==> src/rtl/rcpot_pkg.sv <==
package rcpot_pkg;

   // width of a channel select able to address n channels (never below one bit)
   function automatic int sel_w(input int n);
      return (n <= 2) ? 1 : $clog2(n);
   endfunction

   // default geometry
   localparam int DEF_CNT_W       = 9;
   localparam int DEF_N_CH        = 2;
   localparam int DEF_SYNC_STAGES = 2;

endpackage

==> src/rtl/rcpot_counter.sv <==
module rcpot_counter #(
   parameter int CNT_W = rcpot_pkg::DEF_CNT_W
) (
   input  logic             clk,
   input  logic             rst,
   output logic [CNT_W-1:0] cnt_o,
   output logic             disch_o,
   output logic             wrap_o
);

   localparam logic [CNT_W-1:0] STEP = CNT_W'(1);

   logic [CNT_W-1:0] cnt_q;

   always_ff @(posedge clk) begin
      if (rst) cnt_q <= '0;
      else     cnt_q <= cnt_q + STEP;
   end

   assign cnt_o   = cnt_q;
   assign disch_o = cnt_q[CNT_W-1];
   assign wrap_o  = &cnt_q;


   cnt_step_chk: assert property (@(posedge clk) disable iff (rst)
      !rst |=> (cnt_q == $past(cnt_q) + STEP));


   cnt_clear_chk: assert property (@(posedge clk)
      rst |=> (cnt_q == '0));

endmodule

==> src/rtl/rcpot_sync.sv <==
module rcpot_sync #(
   parameter int STAGES = rcpot_pkg::DEF_SYNC_STAGES
) (
   input  logic clk,
   input  logic rst,
   input  logic d_i,
   output logic q_o
);

   logic [STAGES-1:0] pipe_q;

   generate
      if (STAGES == 1) begin : g_single
         always_ff @(posedge clk) begin
            if (rst) pipe_q <= '0;
            else     pipe_q <= d_i;
         end
      end else begin : g_chain
         always_ff @(posedge clk) begin
            if (rst) pipe_q <= '0;
            else     pipe_q <= {pipe_q[STAGES-2:0], d_i};
         end
      end
   endgenerate

   assign q_o = pipe_q[STAGES-1];

endmodule

==> src/rtl/rcpot_channel.sv <==
module rcpot_channel #(
   parameter int RES_W      = 8,
   parameter bit FORCE_FULL = 1'b1
) (
   input  logic             clk,
   input  logic             rst,
   input  logic [RES_W-1:0] cnt_low_i,
   input  logic             disch_i,
   input  logic             wrap_i,
   input  logic             thr_i,
   output logic [RES_W-1:0] res_o
);

   logic [RES_W-1:0] res_q;
   logic             done_q;
   logic             at_end;
   logic             take;

   generate
      if (FORCE_FULL) begin : g_force
         assign at_end = &cnt_low_i;
      end else begin : g_noforce
         assign at_end = 1'b0;
      end
   endgenerate

   assign take = !disch_i && !done_q && (thr_i || at_end);

   always_ff @(posedge clk) begin
      if (rst) begin
         res_q  <= '0;
         done_q <= 1'b0;
      end else if (take) begin
         res_q  <= cnt_low_i;
         done_q <= 1'b1;
      end else if (wrap_i) begin
         done_q <= 1'b0;
      end
   end

   assign res_o = res_q;


   grab_value_chk: assert property (@(posedge clk) disable iff (rst)
      (!disch_i && !done_q && thr_i) |=> (res_q == $past(cnt_low_i)));


   single_take_chk: assert property (@(posedge clk) disable iff (rst)
      (done_q && !wrap_i) |=> $stable(res_q));


   drain_hold_chk: assert property (@(posedge clk) disable iff (rst)
      disch_i |=> $stable(res_q));

   generate
      if (FORCE_FULL) begin : g_force_chk

         full_scale_chk: assert property (@(posedge clk) disable iff (rst)
            (!disch_i && !done_q && (&cnt_low_i)) |=> (&res_q));
      end
   endgenerate


   res_clear_chk: assert property (@(posedge clk)
      rst |=> (res_q == '0 && !done_q));

endmodule

==> src/rtl/rcpot_digitizer.sv <==
module rcpot_digitizer #(
   parameter  int CNT_W       = rcpot_pkg::DEF_CNT_W,
   parameter  int N_CH        = rcpot_pkg::DEF_N_CH,
   parameter  int SYNC_STAGES = rcpot_pkg::DEF_SYNC_STAGES,
   parameter  bit FORCE_FULL  = 1'b1,
   localparam int RES_W       = CNT_W - 1,
   localparam int SEL_W       = rcpot_pkg::sel_w(N_CH)
) (
   input  logic              clk,
   input  logic              rst,
   input  logic [N_CH-1:0]   thr_i,
   input  logic [SEL_W-1:0]  rd_sel_i,
   output logic              discharge_o,
   output logic [RES_W-1:0]  rd_data_o
);

   generate
      if (CNT_W < 3) begin : g_bad_cnt
         $error("rcpot_digitizer: CNT_W must be at least 3");
      end
      if (N_CH < 1) begin : g_bad_ch
         $error("rcpot_digitizer: N_CH must be at least 1");
      end
      if (SYNC_STAGES < 1) begin : g_bad_sync
         $error("rcpot_digitizer: SYNC_STAGES must be at least 1");
      end
   endgenerate

   logic [CNT_W-1:0] cnt;
   logic             disch;
   logic             wrap;
   logic [N_CH-1:0]  thr_s;
   logic [RES_W-1:0] res_arr [N_CH];

   rcpot_counter #(.CNT_W(CNT_W)) u_cnt (
      .clk     (clk),
      .rst     (rst),
      .cnt_o   (cnt),
      .disch_o (disch),
      .wrap_o  (wrap)
   );

   generate
      for (genvar g = 0; g < N_CH; g++) begin : g_ch
         rcpot_sync #(.STAGES(SYNC_STAGES)) u_sync (
            .clk (clk),
            .rst (rst),
            .d_i (thr_i[g]),
            .q_o (thr_s[g])
         );

         rcpot_channel #(.RES_W(RES_W), .FORCE_FULL(FORCE_FULL)) u_chan (
            .clk       (clk),
            .rst       (rst),
            .cnt_low_i (cnt[RES_W-1:0]),
            .disch_i   (disch),
            .wrap_i    (wrap),
            .thr_i     (thr_s[g]),
            .res_o     (res_arr[g])
         );
      end
   endgenerate

   always_comb begin
      rd_data_o = '0;
      for (int i = 0; i < N_CH; i++) begin
         if (rd_sel_i == SEL_W'(i)) rd_data_o = res_arr[i];
      end
   end

   assign discharge_o = disch;


   drain_edge_chk: assert property (@(posedge clk) disable iff (rst)
      (wrap) |=> !discharge_o);

endmodule

==> config.mk <==
export PLATFORM = sky130hd
export DESIGN_NAME = rcpot_digitizer
export DESIGN_NICKNAME = d
export VERILOG_FILES = /design/src/rtl/rcpot_pkg.sv /design/src/rtl/rcpot_counter.sv /design/src/rtl/rcpot_sync.sv /design/src/rtl/rcpot_channel.sv /design/src/rtl/rcpot_digitizer.sv
export SDC_FILE = /design/constraint.sdc
export NUM_CORES = 1
export LEC_CHECK = 0
export ABC_AREA = 1
export BUFFER_PORTS_ARGS = -buffer_cell sky130_fd_sc_hd__buf_4
export CAP_MARGIN = 30
export CORE_ASPECT_RATIO = 1.1
export CORE_MARGIN = 2
export CORE_UTILIZATION = 51
export DETAILED_ROUTE_END_ITERATION = 10
export HOLD_SLACK_MARGIN = 0.08
export PLACE_DENSITY = 0.81
export SLEW_MARGIN = 20
export SYNTH_ARGS = -nofsm -noshare
export SYNTH_HDL_FRONTEND = slang
export SYNTH_SLANG_ARGS = --single-unit
==> constraint.sdc <==
create_clock -name clk -period 1.2 [get_ports clk]
set_input_delay 0.12 -clock clk [delete_from_list [all_inputs] [get_ports clk]]
set_output_delay 0.12 -clock clk [all_outputs]
set_load 0.02 [all_outputs]
* Word level (Yosys, flattened, before mapping)
Cells that the tools add are included.
** Storage, ports and cells
- Memory bits (read-only) :: 0
- Memory bits (writable) :: 0
- Bits in latches :: 0
- Memories kept :: 0
- Output and inout port bits :: 9
- Register bits after elaboration :: 31
** Operators by class
- Divide/modulo/power cells :: 0
- Add/subtract/negate cells :: 1
- Muxes and demuxes :: 4
- Order comparisons :: 0
- Multipliers :: 0
- Shift-type cells :: 0
- Reduce and logical (&&, ||, !) cells :: 13
- Equal/unequal tests :: 0
- Bitwise operators :: 0
** Operators with widths (count)
- $add A9 B1 Y9 const B :: 1
- $reduce_and A9 Y1 :: 1
- $mux W8 :: 1
- $reduce_and A8 Y1 :: 1
- $logic_and A1 B1 Y1 :: 4
- $reduce_bool A2 Y1 :: 2
- $logic_not A1 Y1 :: 3
- $mux W1 :: 3
- $logic_or A1 B1 Y1 :: 2

* Logic depth before layout (Yosys ltp)
Gate-level depths: netlist of the first run.
- Word-level depth :: 4
- Depth in mapped cells :: 9

* Modules after synthesis
From an unflattened synthesis of the first run, not the netlist that was laid out.
** Unflattened totals
- Cell total of the unflattened synthesis :: 223
- Area, all modules :: 1488.9 um^2
** Modules (own cells, without submodules)
- rcpot_channel :: area each 439.2 um^2, times used 2, cells an instance 66
- rcpot_counter :: area each 395.4 um^2, times used 1, cells an instance 53
- rcpot_sync :: area each 55.1 um^2, times used 2, cells an instance 6
- rcpot_digitizer :: area each 105.1 um^2, times used 1, cells an instance 26

* Least setup slack after synthesis of the first run
OpenSTA, ideal clock, no wires.
- Path type :: register to register
- Start :: register u_cnt.cnt_q[0] (netlist: u_cnt.cnt_o[0])
- End :: register g_ch[0].u_chan.res_q[2]
- Slack :: -111 ps
- Cell stages (with the launch flop) :: 10
- Data arrival time :: 1198 ps
- Required time :: 1087 ps
- Path buffers :: 1
- Library setup time :: 113 ps
- Clock period less this slack :: 1311 ps
- Cells stage by stage :: dfxtp_1 ha_1 nand2_2 nor2_4 nand2_4 nand2_4 buf_12 nand3_1 nand2_1 nor2_2
** On the way
- Cells in the longest elaborated chain, start to end :: 3
** Ends and longest elaborated chain
- start, declared :: line rcpot_counter.sv:13 : logic [CNT_W-1:0] cnt_q;
- start signal, assigned :: line rcpot_counter.sv:17 : else cnt_q <= cnt_q + STEP;
- $reduce_and A8 Y1 :: line rcpot_channel.sv:21 : assign at_end = &cnt_low_i;
- $logic_or A1 B1 Y1 :: line rcpot_channel.sv:27 : assign take = !disch_i && !done_q && (thr_i || at_end);
- $logic_and A1 B1 Y1 :: line rcpot_channel.sv:27
- end signal, assigned :: line rcpot_channel.sv:34 : res_q <= cnt_low_i;
- end, declared :: line rcpot_channel.sv:14 : logic [RES_W-1:0] res_q;
No other way between the ends.
A chain may end at the register's enable or synchronous reset.

* Worst setup path in the final report of the first run
- Start :: register u_cnt.cnt_q[0] (netlist: u_cnt.cnt_o[0])
- End :: register g_ch[0].u_chan.res_q[5]
Same word-level chain as after synthesis.

==> impl_metrics.json, run 1 <==
{
  "reg2reg_from": "u_cnt.cnt_o[0]",
  "crit_start": "u_cnt.cnt_o[0]",
  "synth_seq_cells": 31,
  "worst_slew_pin_slew_ps": 414,
  "wl_per_cell_um": 13.6,
  "diodes": 0,
  "die_x_um": 55.0,
  "die_y_um": 60.1,
  "firstDrtPassIters": 4,
  "viasPerCell": 5.22,
  "placementRows": 20,
  "cts.sinks": 31,
  "synth.top_cell.area_share": 0.425,
  "yosysTopAreaCell": "dfxtp_1",
  "crit_required_ps": 1430,
  "r2r-end": "g_ch[0].u_chan.res_o[5]",
  "fin_crit_sh": 1.07,
  "cp_cell_sequence": "ha_4 -> nand2_4 -> nor2_4 -> nand2_4 -> nand2_8 -> nand3_1 -> nand2_1 -> nor2_1",
  "grt_pass1_vias": 1197,
  "port_buffers": 13,
  "worstSetupPathType": "reg2reg",
  "antenna_found_initial": 0,
  "cts_tree": "yes",
  "skew_ps": 7.77,
  "slew_headroom": 0.724,
  "ys_warn_count": 0,
  "core_um2": 2750,
  "min_period_ps": 1280,
  "totalNegativeSetupSlack_ps": -1140,
  "cts_root_buf": "clkbuf_4",
  "cts_max_path_buffers": 2,
  "syn_avg_cell_area_um2": 8.25,
  "regArea_um2": 643,
  "fill_cells": 195,
  "grt_usage": 0.212,
  "cts_max_level": 2,
  "syn_nets": 184,
  "path_delay_family": "simple AND/OR/NAND/NOR gates",
  "final_hold_viol_count": 0,
  "multi_input_area_um2": 786,
  "dpl.hpwl_um": 1980,
  "grt_pass1_wl_um": 4860,
  "finish.net_count": 225,
  "cp-end-kind": "flip-flop",
  "utilization": 0.720,
  "cts_buffers": 5,
  "setup_viol": 20,
  "cpMostUsedCell": "nand2_4",
  "holdCritPathClass": "in2reg",
  "violations": "setup timing",
  "final_cells": 252,
  "reg2reg_depth": 8,
  "clk_pin_slew_ps": 100,
  "fmax_mhz": 778,
  "layout-drive-gt1-share": 0.470,
  "synthToLayoutAreaGrowth_pct": 35.6,
  "cp_slowest_cell": "dfxtp_2",
  "maxSlewViolCount": 0,
  "postLayoutSetupSlackWorst_ps": -84.6,
  "r2r_slack_ps": -80,
  "synthCells": 177,
  "dieArea_um2": 3310,
  "grt_max_degree": 18,
  "ys_types": 21,
  "overflow": 0,
  "io_pins": 14,
  "ir_drop_mv": 0.929,
  "cap_viol_max_count": 0,
  "p_leak_nw": 0.878,
  "drt_wl_total_um": 3440,
  "dpl_cell_area_um2": 1630,
  "dp.cells": 225,
  "insertion_delay_ps": 330,
  "detail-route-antenna-nets": 0,
  "yosysSeqAreaShare": 0.425,
  "drt_iter0_markers": 46,
  "status": "finished with violations",
  "cp.depth": 8,
  "start_kind": "flip-flop",
  "critPathArrivalTime_ps": 1520,
  "rsz0062_at_grt": "yes",
  "worst-path-buf-inv": 0,
  "gp_congestion": 0.764,
  "num_vias": 1315,
  "drc": 0,
  "synth_area_um2": 1460,
  "crit_path_end": "g_ch[0].u_chan.res_o[5]",
  "ys_top_cells_by_area": "dfxtp_1, a21oi_2, nor2_1",
  "fin_area_um2": 1980,
  "powerDensity_nw_per_um2": 1030,
  "initial_core_util": 0.530,
  "worst_path_largest_cell_delay_ps": 360,
  "crit_fanout": 17
}
final cells by class:
type	count	area share
clock buffer	7	0.0227
clock inverter	1	0.00253
inverter	20	0.0392
multi-input combinational	117	0.397
sequential	31	0.325
tap	33	0.0208
timing repair buffer	43	0.193
flip-flops by register name, indices dropped and copies added, names as in the netlist:
register and flops:
g_ch.u_chan.done_q 2, g_ch.u_chan.res_o 16, g_ch.u_sync.pipe_q 4, u_cnt.cnt_o 9
worst reg2reg max path: stages, from the launching register on:
cell and delay (ps):
dfxtp_2 360, ha_4 160, nand2_4 60, nor2_4 120
nand2_4 120, nand2_8 150, nand3_1 100, nand2_1 80
nor2_1 50
cell usage after synthesis (all sizes together):
| cell | n |
|---|---|
| a21oi | 22 |
| a31oi | 1 |
| buf | 5 |
| clkbuf | 4 |
| dfxtp | 31 |
| ha | 2 |
| inv | 20 |
| mux2 | 8 |
| nand2 | 30 |
| nand3 | 19 |
| nand4 | 1 |
| nor2 | 31 |
| o21a | 1 |
| o21ai | 2 |
layout by cell type, fill, tap and decap left out, drive strengths merged:
master       netlist  final
mux2               8      8
o21a               1      1
nor2              31     31
a31oi              1      1
nand2             30     30
inv               20     20
buf                5     36
nand4              1      1
clkbuf             4      7
dfxtp             31     31
a21oi             22     22
clkinv             0      1
o21ai              2      2
dlygate4sd3        0      7
ha                 2      2
nand3             19     19
timing repair:
| action | 4_1_cts | 5_1_grt |
|---|---|---|
| endpoints found under the hold margin | 10 | 7 |
| hold buffers | 7 | 2 |
| setup buffers | 8 | 4 |
| setup endpoints to repair | 30 | 32 |
| pin swaps | 3 | 3 |
| gates resized for setup | 21 | 24 |
kinds of logic (layout without fill, tap and decap cells):
group / after synthesis / in the layout / share of synthesized area
simple gates: 81 / 81 / 0.262
compound gates: 26 / 26 / 0.123
buf+inv: 29 / 71 / 0.111
mux: 8 / 8 / 0.0617
flops: 31 / 31 / 0.425
fa+ha+maj: 2 / 2 / 0.0171
per-layer routing:
layer	global-route usage	vias up	routed length, µm
li1	-	647	-
met1	0.200	609	1310
met2	0.369	47	1860
met3	0.100	12	150
met4	0.115	0	114
met5	0	-	0
worst min-delay path by stage:
stage              from                       end  slack, ps  cells past startpoint
2_1_floorplan  thr_i[0]  g_ch[0].u_sync.pipe_q[0]        230                      2
3_3_place_gp   thr_i[0]  g_ch[0].u_sync.pipe_q[0]        320                      3
3_5_place_dp   thr_i[1]  g_ch[1].u_sync.pipe_q[0]        340                      3
4_1_cts             rst     g_ch[1].u_chan.done_q         30                      2
5_1_grt             rst   g_ch[0].u_chan.res_o[0]        300                      4
6_report            rst   g_ch[0].u_chan.res_o[1]        290                      4
metrics by stage:
stage | total power [mW] | setup slack, ps | hold slack, ps
after floorplan | 1.33 | -75.6 | 227
after global placement | 1.39 | -47.7 | 322
after detailed placement | 1.40 | -97.6 | 336
after CTS | 2.00 | -56.3 | 26.6
after global routing | 2.14 | -145 | 303
final | 2.04 | -84.6 | 287
power breakdown:
| group | leakage [nW] | internal (mW) | switching [mW] | total [mW] |
|---|---|---|---|---|
| sequential | 0.260 | 1.08 | 0.0287 | 1.11 |
| combinational | 0.588 | 0.176 | 0.185 | 0.360 |
| clock | 0.0293 | 0.228 | 0.348 | 0.576 |
| total | 0.878 | 1.48 | 0.561 | 2.04 |
No activity file was read; power rests on OpenSTA's default activity.
==> inputs of run 2 (changes only) <==
--- a/config.mk
+++ b/config.mk
@@ -5,15 +5,15 @@
 export SDC_FILE = /design/constraint.sdc
 export NUM_CORES = 1
 export LEC_CHECK = 0
-export ABC_AREA = 1
+export ABC_AREA = 0
 export BUFFER_PORTS_ARGS = -buffer_cell sky130_fd_sc_hd__buf_4
 export CAP_MARGIN = 30
 export CORE_ASPECT_RATIO = 1.1
 export CORE_MARGIN = 2
-export CORE_UTILIZATION = 51
+export CORE_UTILIZATION = 53
 export DETAILED_ROUTE_END_ITERATION = 10
 export HOLD_SLACK_MARGIN = 0.08
-export PLACE_DENSITY = 0.81
+export PLACE_DENSITY = 0.83
 export SLEW_MARGIN = 20
 export SYNTH_ARGS = -nofsm -noshare
 export SYNTH_HDL_FRONTEND = slang
==> impl_metrics.json, run 2 <==
{
  "synth.top_cell.area_share": 0.358,
  "dp.cells": 243,
  "synthArstFlopShare": 0,
  "powerDensity_nw_per_um2": 860,
  "grt_pass1_vias": 1779,
  "p_int_mw": 1.51,
  "port_buffers": 13,
  "layout_common_cells": "buf_4, dfxtp_2, nand2_1, nand4_1, o21a_1",
  "cts_max_path_buffers": 2,
  "yosysTopAreaCell": "dfxtp_1",
  "syn_nets": 192,
  "crit_fanout": 2,
  "synth.most_common_cell": "dfxtp_1",
  "cp_cell_sequence": "ha_4 -> and4_4 -> nand2_4 -> buf_4 -> buf_4 -> a211oi_2",
  "finish.net_count": 244,
  "detail-route-antenna-nets": 0,
  "grt_usage": 0.307,
  "p_comb_frac": 0.127,
  "final_common_cell": "buf_4",
  "clk_pin_slew_ps": 100,
  "wl_per_cell_um": 19.3,
  "worst_path_largest_cell_delay_ps": 370,
  "worstSetupPathType": "reg2reg",
  "ys_warn_count": 0,
  "synth_commonest_cells": "dfxtp_1, nand2_1, nand4_1",
  "yosysSeqAreaShare": 0.358,
  "cts_tree": "yes",
  "synth_seq_cells": 31,
  "cts.sinks": 31,
  "synth_area_um2": 1730,
  "synthToLayoutAreaGrowth_pct": 37.9,
  "final_hold_viol_count": 0,
  "dieArea_um2": 3740,
  "num_vias": 1756,
  "largest_reg_flops": 16,
  "antenna_found_initial": 0,
  "viasPerCell": 6.46,
  "p_leak_nw": 0.957,
  "cts_max_level": 2,
  "gp_congestion": 0.895,
  "overflow": 0,
  "die_x_um": 58.5,
  "switching_share": 0.262,
  "final_cells": 272,
  "grt_max_degree": 26,
  "setup_viol": 23,
  "die_y_um": 64.0,
  "violations": "setup timing",
  "skew_ps": 11.2,
  "io_pins": 14,
  "ys_top_cells_by_area": "dfxtp_1, o221ai_2, o21a_1",
  "drt_iter0_markers": 183,
  "rsz0062_at_grt": "yes",
  "start_kind": "flip-flop",
  "min_period_ps": 1320,
  "p_switching_mw": 0.539,
  "syn_avg_cell_area_um2": 9.36,
  "ir_drop_mv": 0.840,
  "status": "finished with violations",
  "cp_slowest_cell": "dfxtp_4",
  "worst_slew_pin_slew_ps": 454,
  "initial_core_util": 0.563,
  "synth_edf_count": 0,
  "worst-path-buf-inv": 2,
  "holdCritPathClass": "in2reg",
  "placementRows": 21,
  "layout-drive-gt1-share": 0.550,
  "fmax_mhz": 760,
  "diodes": 0,
  "dpl.hpwl_um": 3060,
  "synthCells": 185,
  "slew_headroom": 0.697,
  "path_delay_family": "flip-flops",
  "seqPwrFrac": 0.523,
  "cap_viol_max_count": 0,
  "cts_root_buf": "clkbuf_4",
  "drt_wl_total_um": 5250,
  "critPathArrivalTime_ps": 1580,
  "fin_crit_sh": 1.10,
  "firstDrtPassIters": 5,
  "postLayoutSetupSlackWorst_ps": -115,
  "core_um2": 3070,
  "synthFlopType": "dfxtp_1",
  "crit_required_ps": 1460,
  "cp-end-kind": "flip-flop",
  "maxSlewViolCount": 0,
  "cts_buffers": 5,
  "drc": 0,
  "cpMostUsedCell": "buf_4",
  "totalNegativeSetupSlack_ps": -1350,
  "grt_pass1_wl_um": 8600,
  "insertion_delay_ps": 340,
  "ys_types": 36,
  "pwr-share-clk": 0.349
}
[run 2: cell types whose count changed in the layout (fill, tap and decap cells not counted), moves of 8 or more]
cell / change
a21oi_2: -8
a31oi_1: +12
buf_4: +26
inv_1: -16
nand3_1: -8
nand4_1: +14
nor2_1: -20
o21a_1: +13
o221ai_2: +12
[run 2: what timing repair did]
action,in CTS,in global routing
pin swaps,8,3
endpoints found under the setup margin,30,30
resized for setup,34,12
hold buffers,2,0
endpoints found under the hold margin,2,0
buffers inserted,19,3
cloned,1,0
[run 2: area by class of cell]
cell class                      instances  area, µm²
Fill cell                             198        687
Sequential cell                        31        653
Tap cell                               34       42.5
Inverter                                3       18.8
Multi-Input combinational cell        131       1070
Clock buffer                            8       68.8
Timing Repair Buffer                   65        531
[run 2: logic make-up (layout without fill, tap and decap cells)]
logic type / after synthesis / count (layout) / synth area share
compound gates: 56 / 56 / 0.259
xor+xnor: 3 / 3 / 0.0152
fa+ha+maj: 2 / 2 / 0.0144
buf+inv: 23 / 76 / 0.0903
flops: 31 / 31 / 0.358
mux: 10 / 10 / 0.0636
simple gates: 60 / 60 / 0.199
[run 2: power groups by stage]
stage                     clock network (mW)  registers, mW  logic [mW]
after floorplan                            0           1.09       0.125
after global placement                     0           1.10       0.207
after detailed placement                   0           1.10       0.214
after CTS                              0.722           1.07       0.240
after global routing                   0.781           1.08       0.276
final                                  0.717           1.07       0.261
[run 2: worst reg2reg max path, cell delays in order (launching register included)]
cell and delay (ps):
dfxtp_4 370, ha_4 130, and4_4 220, nand2_4 60, buf_4 130, buf_4 130
a211oi_2 200
[run 2: metal layers]
layer	GRT usage	vias to the layer above	share of wire
met5	0	-	0
li1	-	799	-
met3	0.0547	16	0.070
met4	0.140	0	0.021
met2	0.534	95	0.53
met1	0.358	846	0.38
[run 2: final timing paths]
path	from	to	slack, ps	depth (start not counted)
max	u_cnt.cnt_o[0]	g_ch[1].u_chan.done_q	-120	6
min	rst	g_ch[0].u_chan.res_o[6]	110	2
max reg2reg	u_cnt.cnt_o[0]	g_ch[1].u_chan.done_q	-120	6
min reg2reg	g_ch[1].u_sync.pipe_q[0]	g_ch[1].u_sync.pipe_q[1]	450	1
[run 2: metrics by stage]
stage | setup WS [ps] | total power [mW] | instance area (µm²) | hold WS, ps | utilization
finish | -115 | 2.05 | 2390 | 110 | 0.777
global route | -205 | 2.13 | 2390 | 115 | 0.777
CTS | -138 | 2.04 | 2360 | 108 | 0.767
detailed placement | -149 | 1.31 | 2030 | 345 | 0.659
global placement | -86.1 | 1.30 | 2030 | 332 | 0.659
floorplan | -368 | 1.22 | 1780 | 248 | -
==> inputs of run 3 (changes only) <==
--- a/config.mk
+++ b/config.mk
@@ -9,11 +9,11 @@
 export BUFFER_PORTS_ARGS = -buffer_cell sky130_fd_sc_hd__buf_4
 export CAP_MARGIN = 30
 export CORE_ASPECT_RATIO = 1.1
-export CORE_MARGIN = 2
-export CORE_UTILIZATION = 53
+export CORE_UTILIZATION = 59
 export DETAILED_ROUTE_END_ITERATION = 10
+export GPL_ROUTABILITY_DRIVEN = 0
 export HOLD_SLACK_MARGIN = 0.08
-export PLACE_DENSITY = 0.83
+export PLACE_DENSITY = 0.87
 export SLEW_MARGIN = 20
 export SYNTH_ARGS = -nofsm -noshare
 export SYNTH_HDL_FRONTEND = slang
==> constraint.sdc (replaced) <==
create_clock -name clk -period 1.4 [get_ports clk]
set_input_delay 0.14 -clock clk [delete_from_list [all_inputs] [get_ports clk]]
set_output_delay 0.14 -clock clk [all_outputs]
set_load 0.02 [all_outputs]
==> impl_metrics.json, run 3 (synthesized netlist as in run 2, its figures left out) <==
{
  "worstSetupPathType": "reg2reg",
  "cp_slowest_cell": "dfxtp_4",
  "antenna_found_initial": 0,
  "synthToLayoutAreaGrowth_pct": 20.7,
  "core_um2": 2780,
  "postLayoutSetupSlackWorst_ps": 62.1,
  "drc": 0,
  "path_delay_family": "flip-flops",
  "cts_max_level": 2,
  "fin_area_um2": 2090,
  "clk_pin_slew_ps": 100,
  "cpMostUsedCell": "ha_4",
  "crit_fanout": 4,
  "worst_slew_pin_slew_ps": 478,
  "finish.net_count": 218,
  "crit_required_ps": 1620,
  "p_leak_nw": 0.787,
  "viasPerCell": 6.52,
  "rsz0062_at_grt": "no",
  "min_period_ps": 1340,
  "overflow": 0,
  "setup_viol": 0,
  "cap_viol_max_count": 0,
  "drt_wl_total_um": 4280,
  "detail-route-antenna-nets": 0,
  "slew_headroom": 0.680,
  "grt_pass1_vias": 1489,
  "cts.sinks": 31,
  "initial_core_util": 0.623,
  "status": "completed",
  "drt_iter0_markers": 61,
  "layout_common_cells": "buf_4, dfxtp_1, nand2_1, nand4_1",
  "grt_usage": 0.309,
  "placementRows": 20,
  "grt_pass1_wl_um": 6980,
  "cts_root_buf": "clkbuf_4",
  "grt_max_degree": 20,
  "die_x_um": 53.7,
  "largest_reg_flops": 16,
  "start_kind": "flip-flop",
  "insertion_delay_ps": 340,
  "firstDrtPassIters": 4,
  "cp-end-kind": "flip-flop",
  "ir_drop_mv": 0.675,
  "dieArea_um2": 3160,
  "dpl_cell_area_um2": 1960,
  "fmax_mhz": 747,
  "cts_buffers": 5,
  "cp_cell_sequence": "ha_4 -> and4_4 -> nand2_4 -> inv_4 -> ha_4 -> inv_6 -> a21oi_4 -> a211oi_2",
  "port_buffers": 13,
  "final_hold_viol_count": 0,
  "critPathArrivalTime_ps": 1560,
  "cts_tree": "yes",
  "skew_ps": 7.74,
  "io_pins": 14,
  "dpl.hpwl_um": 2990,
  "wl_per_cell_um": 17.5,
  "worst_path_largest_cell_delay_ps": 370,
  "die_y_um": 58.8,
  "fin_crit_sh": 0.956,
  "worst-path-buf-inv": 2,
  "final_common_cell": "buf_4",
  "diodes": 0,
  "num_vias": 1597,
  "maxSlewViolCount": 0,
  "dp_slack_ps": 11.6,
  "powerDensity_nw_per_um2": 822,
  "layout-drive-gt1-share": 0.392,
  "report.power.total_mw": 1.72,
  "cts_max_path_buffers": 2,
  "holdCritPathClass": "in2reg"
}
run 3: path summary, 6_finish.rpt:
check	start	endpoint	slack, ps	cells after the start
worst max-delay path	u_cnt.cnt_o[0]	g_ch[1].u_chan.done_q	60	8
worst min-delay path	rst	g_ch[1].u_chan.res_o[5]	180	2
worst max register to register	u_cnt.cnt_o[0]	g_ch[1].u_chan.done_q	60	8
worst min register to register	g_ch[0].u_sync.pipe_q[0]	g_ch[0].u_sync.pipe_q[1]	460	1
run 3: repair_timing:
item | in CTS | in global routing
cloned | 0 | 0
setup endpoints to repair | 2 | 2
gates resized for setup | 3 | 4
pin swaps | 2 | 4
hold buffers | 2 | 0
endpoints found under the hold margin | 2 | 0
buffers inserted | 1 | 1
run 3: layout make-up:
class | instances | area (µm²)
Fill cell | 186 | 688
Inverter | 3 | 18.8
Sequential cell | 31 | 631
Clock buffer | 8 | 68.8
Timing Repair Buffer | 39 | 310
Tap cell | 33 | 41.3
Multi-Input combinational cell | 131 | 1020
run 3: metal layers:
layer,wire (µm),GRT usage,up-vias
met5,0,0,-
met4,130,0.135,0
li1,-,-,755
met2,2190,0.521,57
met3,206,0.0904,19
met1,1750,0.353,766
run 3: worst reg2reg max path, delay by kind of cell, from the launching register on:
family	cells	cell delay (ps)
AO/OA/AOI/OAI	2	190
buffers and inverters	2	120
AND/OR/NAND/NOR	2	280
adder cells (fa/ha/maj)	2	270
flip-flops	1	370
run 3: metrics by stage:
step	setup TNS (ps)	hold WS [ps]	util	cells
after floorplan	-460	268	-	185
after global placement	0	348	0.704	233
after detailed placement	0	362	0.704	233
after CTS	0	167	0.741	244
after global routing	0	166	0.752	245
final	0	178	0.752	245
run 3: where the power goes:
group | switching, mW | internal, mW
logic | 0.104 | 0.0784
clock network | 0.314 | 0.295
registers | 0.0236 | 0.902
